[src/rtl/bfx_pkg.sv]
package bfx_pkg;

   typedef enum logic [1:0] {
      ST_IDLE = 2'd0,
      ST_REQ  = 2'd1,
      ST_WAIT = 2'd2
   } bfx_state_e;

   function automatic bit is_pow2(input int v);
      return (v > 0) && ((v & (v - 1)) == 0);
   endfunction

endpackage

[src/rtl/bfx_ctrl.sv]
module bfx_ctrl
   import bfx_pkg::*;
(
   input  logic clk,
   input  logic rst_n,
   input  logic start,
   output logic accept,
   output logic mem_req,
   output logic capture,
   output logic busy,
   output logic done
);

   bfx_state_e state_q, state_d;

   always_comb begin
      state_d = state_q;
      case (state_q)
         ST_IDLE: if (start) state_d = ST_REQ;
         ST_REQ:  state_d = ST_WAIT;
         ST_WAIT: state_d = ST_IDLE;
         default: state_d = ST_IDLE;
      endcase
   end

   always_ff @(posedge clk) begin
      if (!rst_n) begin
         state_q <= ST_IDLE;
         done    <= 1'b0;
      end else begin
         state_q <= state_d;
         done    <= (state_q == ST_WAIT);
      end
   end

   assign accept  = start && (state_q == ST_IDLE);
   assign mem_req = (state_q == ST_REQ);
   assign capture = (state_q == ST_WAIT);
   assign busy    = (state_q != ST_IDLE);

   AST_REQ_SINGLE: assert property (@(posedge clk) disable iff (!rst_n)
      mem_req |=> (!mem_req && busy));
   AST_DONE_PULSE: assert property (@(posedge clk) disable iff (!rst_n)
      done |=> !done);
   AST_DONE_AFTER_WAIT: assert property (@(posedge clk) disable iff (!rst_n)
      capture |=> (done && !busy));
   AST_BUSY_IGNORES_START: assert property (@(posedge clk) disable iff (!rst_n)
      (mem_req && start) |=> (capture && !mem_req));

endmodule

[src/rtl/bfx_addr_gen.sv]
module bfx_addr_gen #(
   parameter int ADDR_W = 32,
   parameter int POS_W  = 32,
   parameter int RES_W  = 32,
   localparam int OFF_W = 3,
   localparam int LEN_W = $clog2(RES_W) + 1
) (
   input  logic              clk,
   input  logic              rst_n,
   input  logic              load,
   input  logic [ADDR_W-1:0] base_addr,
   input  logic [POS_W-1:0]  bit_pos,
   input  logic [POS_W-1:0]  bit_len,
   input  logic              sext,
   output logic [ADDR_W-1:0] win_addr_q,
   output logic [OFF_W-1:0]  offset_q,
   output logic [LEN_W-1:0]  len_q,
   output logic              sext_q
);

   logic signed [POS_W-1:0] pos_s;
   logic signed [POS_W-1:0] byte_step;
   logic [ADDR_W-1:0]       step_ext;
   logic [ADDR_W-1:0]       addr_d;
   logic [LEN_W-1:0]        len_d;

   assign pos_s     = $signed(bit_pos);
   assign byte_step = pos_s >>> OFF_W;
   assign step_ext  = ADDR_W'(byte_step);
   assign addr_d    = base_addr + step_ext;

   always_comb begin
      if (bit_len[POS_W-1])
         len_d = '0;
      else if (bit_len >= POS_W'(RES_W))
         len_d = LEN_W'(RES_W);
      else
         len_d = bit_len[LEN_W-1:0];
   end

   always_ff @(posedge clk) begin
      if (!rst_n) begin
         win_addr_q <= '0;
         offset_q   <= '0;
         len_q      <= '0;
         sext_q     <= 1'b0;
      end else if (load) begin
         win_addr_q <= addr_d;
         offset_q   <= bit_pos[OFF_W-1:0];
         len_q      <= len_d;
         sext_q     <= sext;
      end
   end

   AST_LEN_RANGE: assert property (@(posedge clk) disable iff (!rst_n)
      load |=> (len_q <= LEN_W'(RES_W)));

endmodule

[src/rtl/bfx_align.sv]
module bfx_align #(
   parameter int WIN_W     = 40,
   parameter int RES_W     = 32,
   parameter int OFF_W     = 3,
   parameter int LEN_W     = 6,
   parameter bit LOG_SHIFT = 1'b1
) (
   input  logic [WIN_W-1:0] win,
   input  logic [OFF_W-1:0] offset,
   input  logic [LEN_W-1:0] len,
   input  logic             sext,
   output logic [RES_W-1:0] field
);

   localparam int IDX_W = LEN_W - 1;

   logic [WIN_W-1:0] shifted;
   logic [RES_W-1:0] low;
   logic [RES_W-1:0] keep;
   logic [LEN_W-1:0] top_idx;
   logic             fill_bit;

   generate
      if (LOG_SHIFT) begin : g_log_shift
         logic [WIN_W-1:0] stage [OFF_W+1];
         assign stage[0] = win;
         for (genvar k = 0; k < OFF_W; k++) begin : g_stage
            assign stage[k+1] = offset[k] ? (stage[k] >> (1 << k)) : stage[k];
         end
         assign shifted = stage[OFF_W];
      end else begin : g_flat_shift
         assign shifted = win >> offset;
      end
   endgenerate

   assign low     = shifted[RES_W-1:0];
   assign top_idx = len - LEN_W'(1);
   assign fill_bit = sext && (len != '0) && low[top_idx[IDX_W-1:0]];

   generate
      for (genvar i = 0; i < RES_W; i++) begin : g_mask
         assign keep[i]  = (LEN_W'(i) < len);
         assign field[i] = keep[i] ? low[i] : fill_bit;
      end
   endgenerate

endmodule

[src/rtl/bitfield_extract.sv]
module bitfield_extract
   import bfx_pkg::*;
#(
   parameter int ADDR_W    = 32,
   parameter int POS_W     = 32,
   parameter int RES_W     = 32,
   parameter int WIN_BYTES = 5,
   parameter bit LOG_SHIFT = 1'b1,
   localparam int WIN_W    = 8 * WIN_BYTES,
   localparam int OFF_W    = 3,
   localparam int LEN_W    = $clog2(RES_W) + 1
) (
   input  logic              clk,
   input  logic              rst_n,
   input  logic              start_i,
   input  logic [ADDR_W-1:0] base_addr_i,
   input  logic [POS_W-1:0]  bit_pos_i,
   input  logic [POS_W-1:0]  bit_len_i,
   input  logic              sext_i,
   output logic              mem_req_o,
   output logic [ADDR_W-1:0] mem_addr_o,
   input  logic [WIN_W-1:0]  mem_rdata_i,
   output logic              busy_o,
   output logic              done_o,
   output logic [RES_W-1:0]  result_o
);

   generate
      if (!is_pow2(RES_W)) begin : g_bad_res
         $error("RES_W must be a power of two");
      end
      if (WIN_W < RES_W + 7) begin : g_bad_win
         $error("window too narrow for a field at bit offset 7");
      end
      if (POS_W <= LEN_W) begin : g_bad_pos
         $error("POS_W must exceed the clamped size width");
      end
   endgenerate

   logic              accept;
   logic              capture;
   logic [OFF_W-1:0]  offset_q;
   logic [LEN_W-1:0]  len_q;
   logic              sext_q;
   logic [RES_W-1:0]  field;

   bfx_ctrl u_ctrl (
      .clk     (clk),
      .rst_n   (rst_n),
      .start   (start_i),
      .accept  (accept),
      .mem_req (mem_req_o),
      .capture (capture),
      .busy    (busy_o),
      .done    (done_o)
   );

   bfx_addr_gen #(
      .ADDR_W (ADDR_W),
      .POS_W  (POS_W),
      .RES_W  (RES_W)
   ) u_addr (
      .clk        (clk),
      .rst_n      (rst_n),
      .load       (accept),
      .base_addr  (base_addr_i),
      .bit_pos    (bit_pos_i),
      .bit_len    (bit_len_i),
      .sext       (sext_i),
      .win_addr_q (mem_addr_o),
      .offset_q   (offset_q),
      .len_q      (len_q),
      .sext_q     (sext_q)
   );

   bfx_align #(
      .WIN_W     (WIN_W),
      .RES_W     (RES_W),
      .OFF_W     (OFF_W),
      .LEN_W     (LEN_W),
      .LOG_SHIFT (LOG_SHIFT)
   ) u_align (
      .win    (mem_rdata_i),
      .offset (offset_q),
      .len    (len_q),
      .sext   (sext_q),
      .field  (field)
   );

   always_ff @(posedge clk) begin
      if (!rst_n)
         result_o <= '0;
      else if (capture)
         result_o <= field;
   end

   AST_ZERO_SIZE: assert property (@(posedge clk) disable iff (!rst_n)
      (capture && len_q == '0) |=> (result_o == '0));
   AST_ZEXT_HIGH_CLEAR: assert property (@(posedge clk) disable iff (!rst_n)
      (capture && !sext_q && len_q < LEN_W'(RES_W)) |=> ((result_o >> len_q) == '0));
   AST_RESULT_HELD: assert property (@(posedge clk) disable iff (!rst_n)
      !capture |=> $stable(result_o));

endmodule

[config.mk]
export PLATFORM = sky130hd
export DESIGN_NAME = bitfield_extract
export DESIGN_NICKNAME = d
export VERILOG_FILES = /design/src/rtl/bfx_pkg.sv /design/src/rtl/bfx_ctrl.sv /design/src/rtl/bfx_addr_gen.sv /design/src/rtl/bfx_align.sv /design/src/rtl/bitfield_extract.sv
export SDC_FILE = /design/constraint.sdc
export NUM_CORES = 1
export LEC_CHECK = 0
export ABC_AREA = 1
export BUFFER_PORTS_ARGS = -buffer_cell sky130_fd_sc_hd__buf_4
export CAP_MARGIN = 5
export CELL_PAD_IN_SITES_DETAIL_PLACEMENT = 0
export CELL_PAD_IN_SITES_GLOBAL_PLACEMENT = 1
export CORE_ASPECT_RATIO = 1.75
export CORE_MARGIN = 2
export CORE_UTILIZATION = 32
export CTS_CLUSTER_SIZE = 8
export DETAILED_ROUTE_END_ITERATION = 10
export PLACE_DENSITY_LB_ADDON = 0.1
export RECOVER_POWER = 25
export SETUP_SLACK_MARGIN = 0.15
export SLEW_MARGIN = 15
export SYNTH_ARGS = -nofsm -noshare
export SYNTH_HDL_FRONTEND = slang
export SYNTH_HIERARCHICAL = 1
export SYNTH_SLANG_ARGS = --single-unit
[constraint.sdc]
create_clock -name clk -period 2.2 [get_ports clk]
set_clock_uncertainty 0.1 [all_clocks]
set_input_delay 0.33 -clock clk [delete_from_list [all_inputs] [get_ports clk]]
set_output_delay 0.33 -clock clk [all_outputs]
set_load 0.02 [all_outputs]
== Word-level counts from Yosys, hierarchy flattened ==
Index checks and enable logic that the tools add are counted.

* $add $sub $neg: 2
* Magnitude comparators: 34
* Eq/ne operators: 3
* Muxes and demuxes: 41
* Reduce and logical (&&, ||, !) cells: 6

{| class="wikitable"
|+ Operators with widths
! kind !! number
|-
| less-than comparator 5 x 6 -> 1 bit (first input constant) || 16
|-
| less-than comparator 4 x 6 -> 1 bit (first input constant) || 8
|-
| 2-to-1 mux 38 bit || 1
|-
| 2-to-1 mux 36 bit || 1
|-
| 2-to-1 mux 1 bit || 33
|-
| adder 32 bit || 1
|-
| greater-or-equal comparator 32 x 6 -> 1 bit (second input constant) || 1
|-
| 2-to-1 mux 32 bit || 1
|-
| less-than comparator 3 x 6 -> 1 bit (first input constant) || 4
|-
| less-than comparator 1 x 6 -> 1 bit (first input constant) || 2
|-
| less-than comparator 2 x 6 -> 1 bit (first input constant) || 2
|-
| 2-to-1 mux 6 bit || 2
|-
| less-than comparator 5 x 6 -> 1 bit (second input constant) || 1
|-
| nonzero test 6 bit || 1
|-
| binary-select mux 1 bit (select 5 bit) || 1
|-
| subtractor 5 x 1 -> 5 bit (second input constant) || 1
|-
| case mux 2 bit (2 select lines) || 1
|-
| logical AND 1 bit || 3
|-
| equality test 2 x 1 -> 1 bit (second input constant) || 1
|-
| equality test 2 bit (second input constant) || 1
|-
| zero test 2 bit || 1
|-
| 2-to-1 mux 2 bit || 1
|-
| != test 2 bit (second input constant) || 1
|-
| nonzero test 2 bit || 1
|}

* Bits in registers: 77
* Word-level logic and storage cells: 93

== Depth between registers and ports, before layout ==
Gate-level depths: netlist (run 1).

* Depth after elaboration: 7
* Mapped depth: 18
* Depth with buffers taken out: 17

== Modules after synthesis ==
The synthesis (run 1) kept the hierarchy.

{| class="wikitable"
|+ By module, submodules not included
! module !! instances !! cells each !! area each (um^2)
|-
| bfx_addr_gen || 1 || 734 || 4,046.4
|-
| bfx_align || 1 || 509 || 2,429.8
|-
| bitfield_extract || 1 || 202 || 1,335.0
|-
| bfx_ctrl || 1 || 15 || 107.6
|}

== Worst setup path after synthesis (run 1) ==
No wires, ideal clock.

* Path type: register -> register
* Start: register u_addr.len_q[0]
* End: register result_o[15]
* Required time: 2.036 ns
* Arrival: 2.285 ns
* Setup time: 0.064 ns
* Cell stages (with the launch flop): 18
* Path buffers: 4
* Setup slack: -0.249 ns
* Cell sequence: dfxtp_1 -> buf_2 -> inv_2 -> buf_1 -> ha_1 -> buf_2 -> inv_1 -> o211ai_1 -> nand3_1 -> nand3_1 -> nand3_2 -> buf_2 -> nand4_1 -> nand2_1 -> inv_1 -> nand2_1 -> nand2_1 -> nor2_1

* Word-level cells in the longest chain between the ends: 5
* Elaborated cells on any way between the ends: 8
* Classes of those cells: add/sub: 1; order compare: 1; mux: 3; reduce/logical: 3

{| class="wikitable"
|+ Ends and longest elaborated chain
! what !! RTL line !! RTL
|-
| start: declaration || bfx_addr_gen.sv:17 || <nowiki>output logic [LEN_W-1:0] len_q,</nowiki>
|-
| start signal: assignment || bfx_addr_gen.sv:50 || <nowiki>len_q <= len_d;</nowiki>
|-
| subtractor 5 x 1 -> 5 bit || bfx_align.sv:37 || <nowiki>assign top_idx = len - LEN_W'(1);</nowiki>
|-
| binary-select mux 1 bit (select 5 bit) || bfx_align.sv:38 || <nowiki>assign fill_bit = sext && (len != '0) && low[top_idx[IDX_W-1:0]];</nowiki>
|-
| 2-to-1 mux 1 bit (not written as such) || bfx_align.sv:38 ||
|-
| logical AND 1 bit || bfx_align.sv:38 ||
|-
| 2-to-1 mux 1 bit * || bfx_align.sv:43 || <nowiki>assign field[i] = keep[i] ? low[i] : fill_bit;</nowiki>
|-
| net field[15] || bitfield_extract.sv:45 || <nowiki>logic [RES_W-1:0] field;</nowiki>
|-
| end signal: assignment || bitfield_extract.sv:94 || <nowiki>result_o <= field;</nowiki>
|-
| end: declaration || bitfield_extract.sv:25 || <nowiki>output logic [RES_W-1:0] result_o</nowiki>
|}

The timed path passes the listed nets; every way through them passes the cells marked *. The select of a mux whose other input is x is not followed.
A chain may end at the register's enable or synchronous reset.

== Worst setup path after layout (run 1) ==
* Start: register u_addr.offset_q[0]
* End: register result_o[8]

* Word-level cells in the longest chain between the ends: 7

{| class="wikitable"
|+ Ends and longest elaborated chain
! what !! RTL line !! RTL
|-
| start: declaration || bfx_addr_gen.sv:16 || <nowiki>output logic [OFF_W-1:0] offset_q,</nowiki>
|-
| start signal: assignment || bfx_addr_gen.sv:49 || <nowiki>offset_q <= bit_pos[OFF_W-1:0];</nowiki>
|-
| 2-to-1 mux 38 bit * || bfx_align.sv:28 || <nowiki>assign stage[k+1] = offset[k] ? (stage[k] >> (1 << k)) : stage[k];</nowiki>
|-
| 2-to-1 mux 36 bit * || bfx_align.sv:28 ||
|-
| 2-to-1 mux 32 bit * || bfx_align.sv:28 ||
|-
| binary-select mux 1 bit (select 5 bit) || bfx_align.sv:38 ||
|-
| 2-to-1 mux 1 bit (not written as such) || bfx_align.sv:38 ||
|-
| logical AND 1 bit || bfx_align.sv:38 ||
|-
| 2-to-1 mux 1 bit * || bfx_align.sv:43 ||
|-
| net field[8] || bitfield_extract.sv:45 ||
|}

Marked as above.

==> impl_metrics.ini, run 1 <==
[power_and_ir_drop]
power.switching_mw = 2.11
power_density_nw_per_um2 = 506
leakage_nw = 6.06
netSwitchingFraction_pct = 37.4
ir_worst_vdd_v = 0.000264
seqPwrFrac_pct = 27.4
intPower_mw = 3.54
power_frac_comb_pct = 43.8
clkPwrFrac_pct = 28.8

[cells_and_area]
fillers = 2799
antenna_cells = 0
area_growth_pct = 41.1
drive_gt1_share_pct = 22.7
layout.nets = 1900
ff_latch_area_um2 = 1550
final_util_pct = 45.7
multi_input_area_um2 = 5510

[synth]
syn_avg_cell_area_um2 = 5.42
ys_ff_latch = 77
synth_edf_count = 0
yosys_warnings = 6
seq_area_frac_synth_pct = 19.5
synthArstFlopShare_pct = 0
syn_nets = 1635
yosysUniqueCellTypes = 34
netlist_area_um2 = 7920
synth_cells = 1460
synth_ff_type = dfxtp_1

[die]
die_h_um = 212
pin_count = 207
fp.dieW_um = 123
coreArea_um2 = 24400
row_count = 76
die_area_um2 = 26100
start_util_pct = 32.4

[worst_setup_path]
crit_type = reg2reg
path_cells = buf_8, clkbuf_16, nand2_8, nand3_4, nand3_2, nand2_2, o211ai_1, nand3_1, nand3_2, nand3_4, clkbuf_16, nand4_1, nand2_2, inv_2, nand2_1, nand2_1, nor2_1
cp-end-kind = flip-flop
worstRegToRegCells = 17
cp-start-kind = flip-flop
crit_fanout = 6
arrival_ns = 2.51
cpMaxStageDelayCell = dfxtp_4
crit_path_max_incr_delay_ns = 0.37
cp.required_ns = 2.35

[clock_tree]
cts_tree = built
cts-root-buf = clkbuf_16
cts_max_path_buffers = 2
cts_hold_buf = 0
clkSlewWorstSetupHoldPaths_ns = 0.06
cts_buffers = 9
cts_max_level = 3
clk_latency_ns = 0.35
clock_sinks = 77

[drt]
drc_errors = 0
drt_first_pass_iters = 5
wl_per_cell_um = 15.3
ant_nets = 0
wirelength_mm = 31.3
vias_per_cell = 4.81
vias = 9821
drt_iter0_markers = 267

[timing]
finalWorstSetupSlack_ns = -0.158
grt_setup_unrepaired = yes
fmax_ghz = 0.424
finalHoldViolCount = 0
slew_violations = 0
tns_ns = -3.62
fin_crit_sh_pct = 107
setup_viol = 31
tightest_slew_ns = 0.457
relSlewSlack_pct = 69.5
whs_ns = 0.111
period_minus_slack_ns = 2.36

[min_path]
hold-path-cell-count = 3
hold_class = in2reg

[placed_design]
dp_hpwl_mm = 24.6
post-place-ws_ns = -0.0834
port_buffers = 205
place_congestion = 0.895

[global_route]
grt_pass1_vias = 9452
overflow = 0
grt_pass1_wl_mm = 46.9
grt_max_degree = 65
antenna_found_initial = 0
grt_use_total_pct = 23.3

[run_status]
status = finished with violations
violations = setup timing

[run]
drv_cap = 0
==> Yosys cell counts (6+ instances only) <==
cell / n / area share [%]
a21o_1: 13 / 1.2
a21oi_1: 35 / 2.2
buf_2: 28 / 1.8
buf_6: 10 / 1.4
clkbuf_1: 9 / 0.43
dfxtp_1: 77 / 19
ha_1: 34 / 5.4
inv_1: 216 / 10
nand2_1: 469 / 22
nand2_2: 9 / 0.71
nand3_1: 231 / 15
nand4_1: 34 / 2.7
nor2_1: 190 / 9.0
nor2_2: 6 / 0.47
nor4_1: 6 / 0.47
o21ai_0: 39 / 2.5
xor2_1: 17 / 1.9
==> what timing repair did <==
action / in CTS / in global routing
endpoints found under the hold margin: 0 / 0
endpoints found under the setup margin: 31 / 34
gates cloned: 2 / 8
resized for setup: 11 / 69
pin swaps: 0 / 23
setup buffers: 2 / 2
==> placed cells by master (no fill, tap or decap), types with 3 or more instances in the layout <==
master and n:
nand3_4 3, o21bai_1 3, nor2_2 6, nand2_2 21
inv_1 208, o21ai_0 39, buf_6 3, nand3_2 40
nor3_1 5, nand4_1 34, nor2_1 189, a21o_1 13
ha_1 32, clkbuf_16 16, xor2_1 16, nand2_1 454
clkbuf_1 26, buf_4 259, nand3_1 192, dfxtp_1 75
a21oi_1 35, nor4_1 6, buf_12 12, inv_2 9
==> area by class of cell <==
class	count	share of cell area (%)
multi-input combinational	1106	49.3
timing repair buffer	310	23.0
sequential	77	13.8
inverter	221	7.51
tap	312	3.49
clock buffer	10	2.05
clock inverter	6	0.784
==> critical path, delay by kind of cell, from the launching register on <==
kind            cells  cell delay, ns
flops               1            0.37
simple gates       12            1.00
buf+inv             4            0.60
compound gates      1            0.17
==> layer usage <==
metal / global-route usage [%] / wire length (µm)
met5: 0 / 0
met3: 2.92 / 1110
met4: 10.3 / 1160
met1: 21.6 / 10800
met2: 48.3 / 18300
==> flip-flops by register name (all words and copies together), names as in the netlist <==
name               cells
result_o              32
u_addr/sext_q          1
u_addr/offset_q        3
u_ctrl/state_q         2
u_addr/len_q           6
u_ctrl/done            1
u_addr/win_addr_q     32
==> per-stage QoR <==
stage	cell area (µm²)	power, mW	cells
floorplan	7990	2.91	1460
global placement	10400	3.85	2012
detailed placement	10400	3.85	2012
CTS	10800	5.57	2032
global route	11200	6.02	2042
finish	11200	5.65	2042
==> cell families (layout without fill, tap and decap cells) <==
group           count (synthesis)  in the layout  synth area share (%)
simple gates                  958            958                  51.4
fa+ha+maj                      35             35                  5.62
xor+xnor                       19             19                  2.10
buf+inv                       277            547                  14.9
compound gates                 94             94                  6.51
flops                          77             77                  19.5
==> power by group through the flow <==
stage / clock network (mW) / logic (mW) / registers [mW]
2_1_floorplan: 0 / 1.23 / 1.68
3_3_place_gp: 0 / 2.27 / 1.58
3_5_place_dp: 0 / 2.27 / 1.58
4_1_cts: 1.69 / 2.32 / 1.55
5_1_grt: 1.73 / 2.74 / 1.56
6_report: 1.63 / 2.48 / 1.55
==> path summary, 6_finish.rpt <==
check | from | slack, ns | to
worst max register to register | u_addr/offset_q[0]$_SDFFE_PN0P_ | -0.16 | result_o[8]$_SDFFE_PN0P_
worst max-delay path | u_addr/offset_q[0]$_SDFFE_PN0P_ | -0.16 | result_o[8]$_SDFFE_PN0P_
worst min register to register | result_o[25]$_SDFFE_PN0P_ | 0.37 | result_o[25]$_SDFFE_PN0P_
worst min-delay path | sext_i | 0.11 | u_addr/sext_q$_SDFFE_PN0P_
Note: power is estimated with default switching activity, not from simulation.
==> inputs of run 2 (changes only) <==
--- a/config.mk
+++ b/config.mk
@@ -5,14 +5,13 @@
 export SDC_FILE = /design/constraint.sdc
 export NUM_CORES = 1
 export LEC_CHECK = 0
-export ABC_AREA = 1
 export BUFFER_PORTS_ARGS = -buffer_cell sky130_fd_sc_hd__buf_4
 export CAP_MARGIN = 5
 export CELL_PAD_IN_SITES_DETAIL_PLACEMENT = 0
 export CELL_PAD_IN_SITES_GLOBAL_PLACEMENT = 1
 export CORE_ASPECT_RATIO = 1.75
 export CORE_MARGIN = 2
-export CORE_UTILIZATION = 32
+export CORE_UTILIZATION = 36
 export CTS_CLUSTER_SIZE = 8
 export DETAILED_ROUTE_END_ITERATION = 10
 export PLACE_DENSITY_LB_ADDON = 0.1
==> impl_metrics.ini, run 2 <==
[die]
coreArea_um2 = 20800
row_count = 70
die_area_um2 = 22400
fp.dieW_um = 114
start_util_pct = 36.6
pin_count = 207
die_h_um = 196

[worst_setup_path]
crit_fanout = 8
arrival_ns = 3.13
crit_path_max_incr_delay_ns = 0.42
crit_type = reg2reg
cp_top_family = compound AO/OA/AOI/OAI gates
cp.required_ns = 2.35
cp-start-kind = flip-flop
cp-end-kind = flip-flop
cpMaxStageDelayCell = dfxtp_4
timing.critical_path.buf_inv = 3
path_cells = buf_6, mux2_2, mux2i_2, o221ai_2, a221oi_2, o2111ai_4, buf_12, clkbuf_16, o2111ai_1, o22ai_1, mux2i_1, nor2b_1

[global_route]
grt_use_total_pct = 26.9
grt_pass1_wl_mm = 46.9
grt_max_degree = 36
overflow = 0
grt_pass1_vias = 9134
antenna_found_initial = 0

[cells_and_area]
drive_gt1_share_pct = 48.5
final_cells = 1581
final_util_pct = 59.9
layout_commonest_cell = buf_4
top_regs = result_o: 32 flops, u_addr/win_addr_q: 32 flops, u_addr/len_q: 6 flops
fillers = 1956
area_growth_pct = 63.9
antenna_cells = 0
layout.nets = 1499
layout_common_cells = 400 x buf_4, 102 x nand2_1, 77 x mux2i_1

[drt]
ant_nets = 0
wl_per_cell_um = 19.6
vias = 8762
wirelength_mm = 31.0
drt_iter0_markers = 304
vias_per_cell = 5.54
drt_first_pass_iters = 5
drc_errors = 0

[clock_tree]
cts_max_level = 3
cts_hold_buf = 0
clock_sinks = 77
clk_latency_ns = 0.37
clkSlewWorstSetupHoldPaths_ns = 0.07
cts_buffers = 9
cts_tree = built
cts_max_path_buffers = 2
cts-root-buf = clkbuf_16

[placed_design]
place_congestion = 0.935
post-place-ws_ns = -1.13
dp_cells = 1527
dp_hpwl_mm = 24.2
port_buffers = 205

[min_path]
hold_class = in2reg

[synth]
yosys.area.top_type_share_pct = 20.2
yosys_warnings = 6
synth_ff_type = dfxtp_1
synth_edf_count = 0
yosysTopAreaCell = dfxtp_1
yosysUniqueCellTypes = 83
synth_cells = 915
syn_nets = 1090
ys_ff_latch = 77
syn_avg_cell_area_um2 = 8.33
synth_common_cells = 107 x nand2_1, 84 x mux2i_1, 77 x dfxtp_1
synthArstFlopShare_pct = 0
seq_area_frac_synth_pct = 20.2
synthTopCellsByArea = dfxtp_1 20%, mux2i_1 11%, mux4_2 5.6%
netlist_area_um2 = 7620
yosysMostFrequentCell = nand2_1

[power_and_ir_drop]
power_density_nw_per_um2 = 450
leakage_nw = 5.35
ir_worst_vdd_v = 0.000336

[timing]
relSlewSlack_pct = 24.1
slew_violations = 0
tns_ns = -21.75
setup_viol = 31
fmax_ghz = 0.336
finalWorstSetupSlack_ns = -0.779
finalHoldViolCount = 0
fin_crit_sh_pct = 135
period_minus_slack_ns = 2.98
tightest_slew_ns = 1.14
whs_ns = 0.0893
grt_setup_unrepaired = yes

[run]
drv_cap = 0

[run_status]
status = finished with violations
violations = setup timing
run 2: layout make-up:
type	count	area (µm²)	area share (%)
multi-input combinational	760	6630	53.1
timing repair buffer	463	3650	29.2
sequential	77	1550	12.4
tap	252	315	2.52
clock buffer	9	225	1.80
clock inverter	7	61.3	0.491
inverter	13	58.8	0.471
run 2: routing by layer:
metal / part of all wire [%] / wire, µm / vias up / global-route usage (%)
met5: 0 / 0 / - / 0
met4: 5.3 / 1650 / 0 / 15.7
met3: 5.0 / 1550 / 89 / 6.18
met2: 57 / 17600 / 243 / 52.3
met1: 33 / 10300 / 4160 / 24.8
li1: - / - / 4270 / -
run 2: cells by family after synthesis:
| group | Yosys count | synth area share [%] |
|---|---|---|
| buffers and inverters | 81 | 6.06 |
| adders and majority gates | 35 | 5.84 |
| and+or+nand+nor | 326 | 21.6 |
| DFF | 77 | 20.2 |
| muxes | 120 | 19.8 |
| xor gates and xnor gates | 21 | 2.41 |
| AOI/OAI and AO/OA | 255 | 24.1 |
run 2: repair_timing:
item	in CTS	in global routing
pin swaps	23	61
setup endpoints to repair	42	48
endpoints found under the hold margin	0	0
buffers inserted	14	19
resized for setup	63	93
cloned	3	2
run 2: path summary, 6_finish.rpt:
check | start | end | slack, ns | cells after the start
min | bit_len_i[1] | u_addr/len_q[1]$_SDFFE_PN0P_ | 0.09 | 3
min reg2reg | u_addr/win_addr_q[30]$_SDFFE_PN0P_ | u_addr/win_addr_q[30]$_SDFFE_PN0P_ | 0.36 | 2
max reg2reg | u_addr/offset_q[2]$_SDFFE_PN0P_ | result_o[10]$_SDFFE_PN0P_ | -0.78 | 12
max | u_addr/offset_q[2]$_SDFFE_PN0P_ | result_o[10]$_SDFFE_PN0P_ | -0.78 | 12
run 2: metrics by stage:
| stage | total power, mW | instance area (µm²) |
|---|---|---|
| floorplan | 2.79 | 7970 |
| global placement | 3.83 | 11100 |
| detailed placement | 3.85 | 11100 |
| CTS | 5.50 | 11900 |
| global route | 5.92 | 12500 |
| finish | 5.63 | 12500 |
run 2: where the power goes:
part | leakage (nW) | switching [mW] | total, mW | internal, mW
registers | 0.630 | 0.0510 | 1.52 | 1.47
logic | 4.57 | 1.28 | 2.59 | 1.31
clock network | 0.144 | 0.718 | 1.51 | 0.792
run 2: worst min-delay path: stages:
cell and delay (ns):
buf_4 0.08, a21oi_1 0.05, nor2_1 0.07
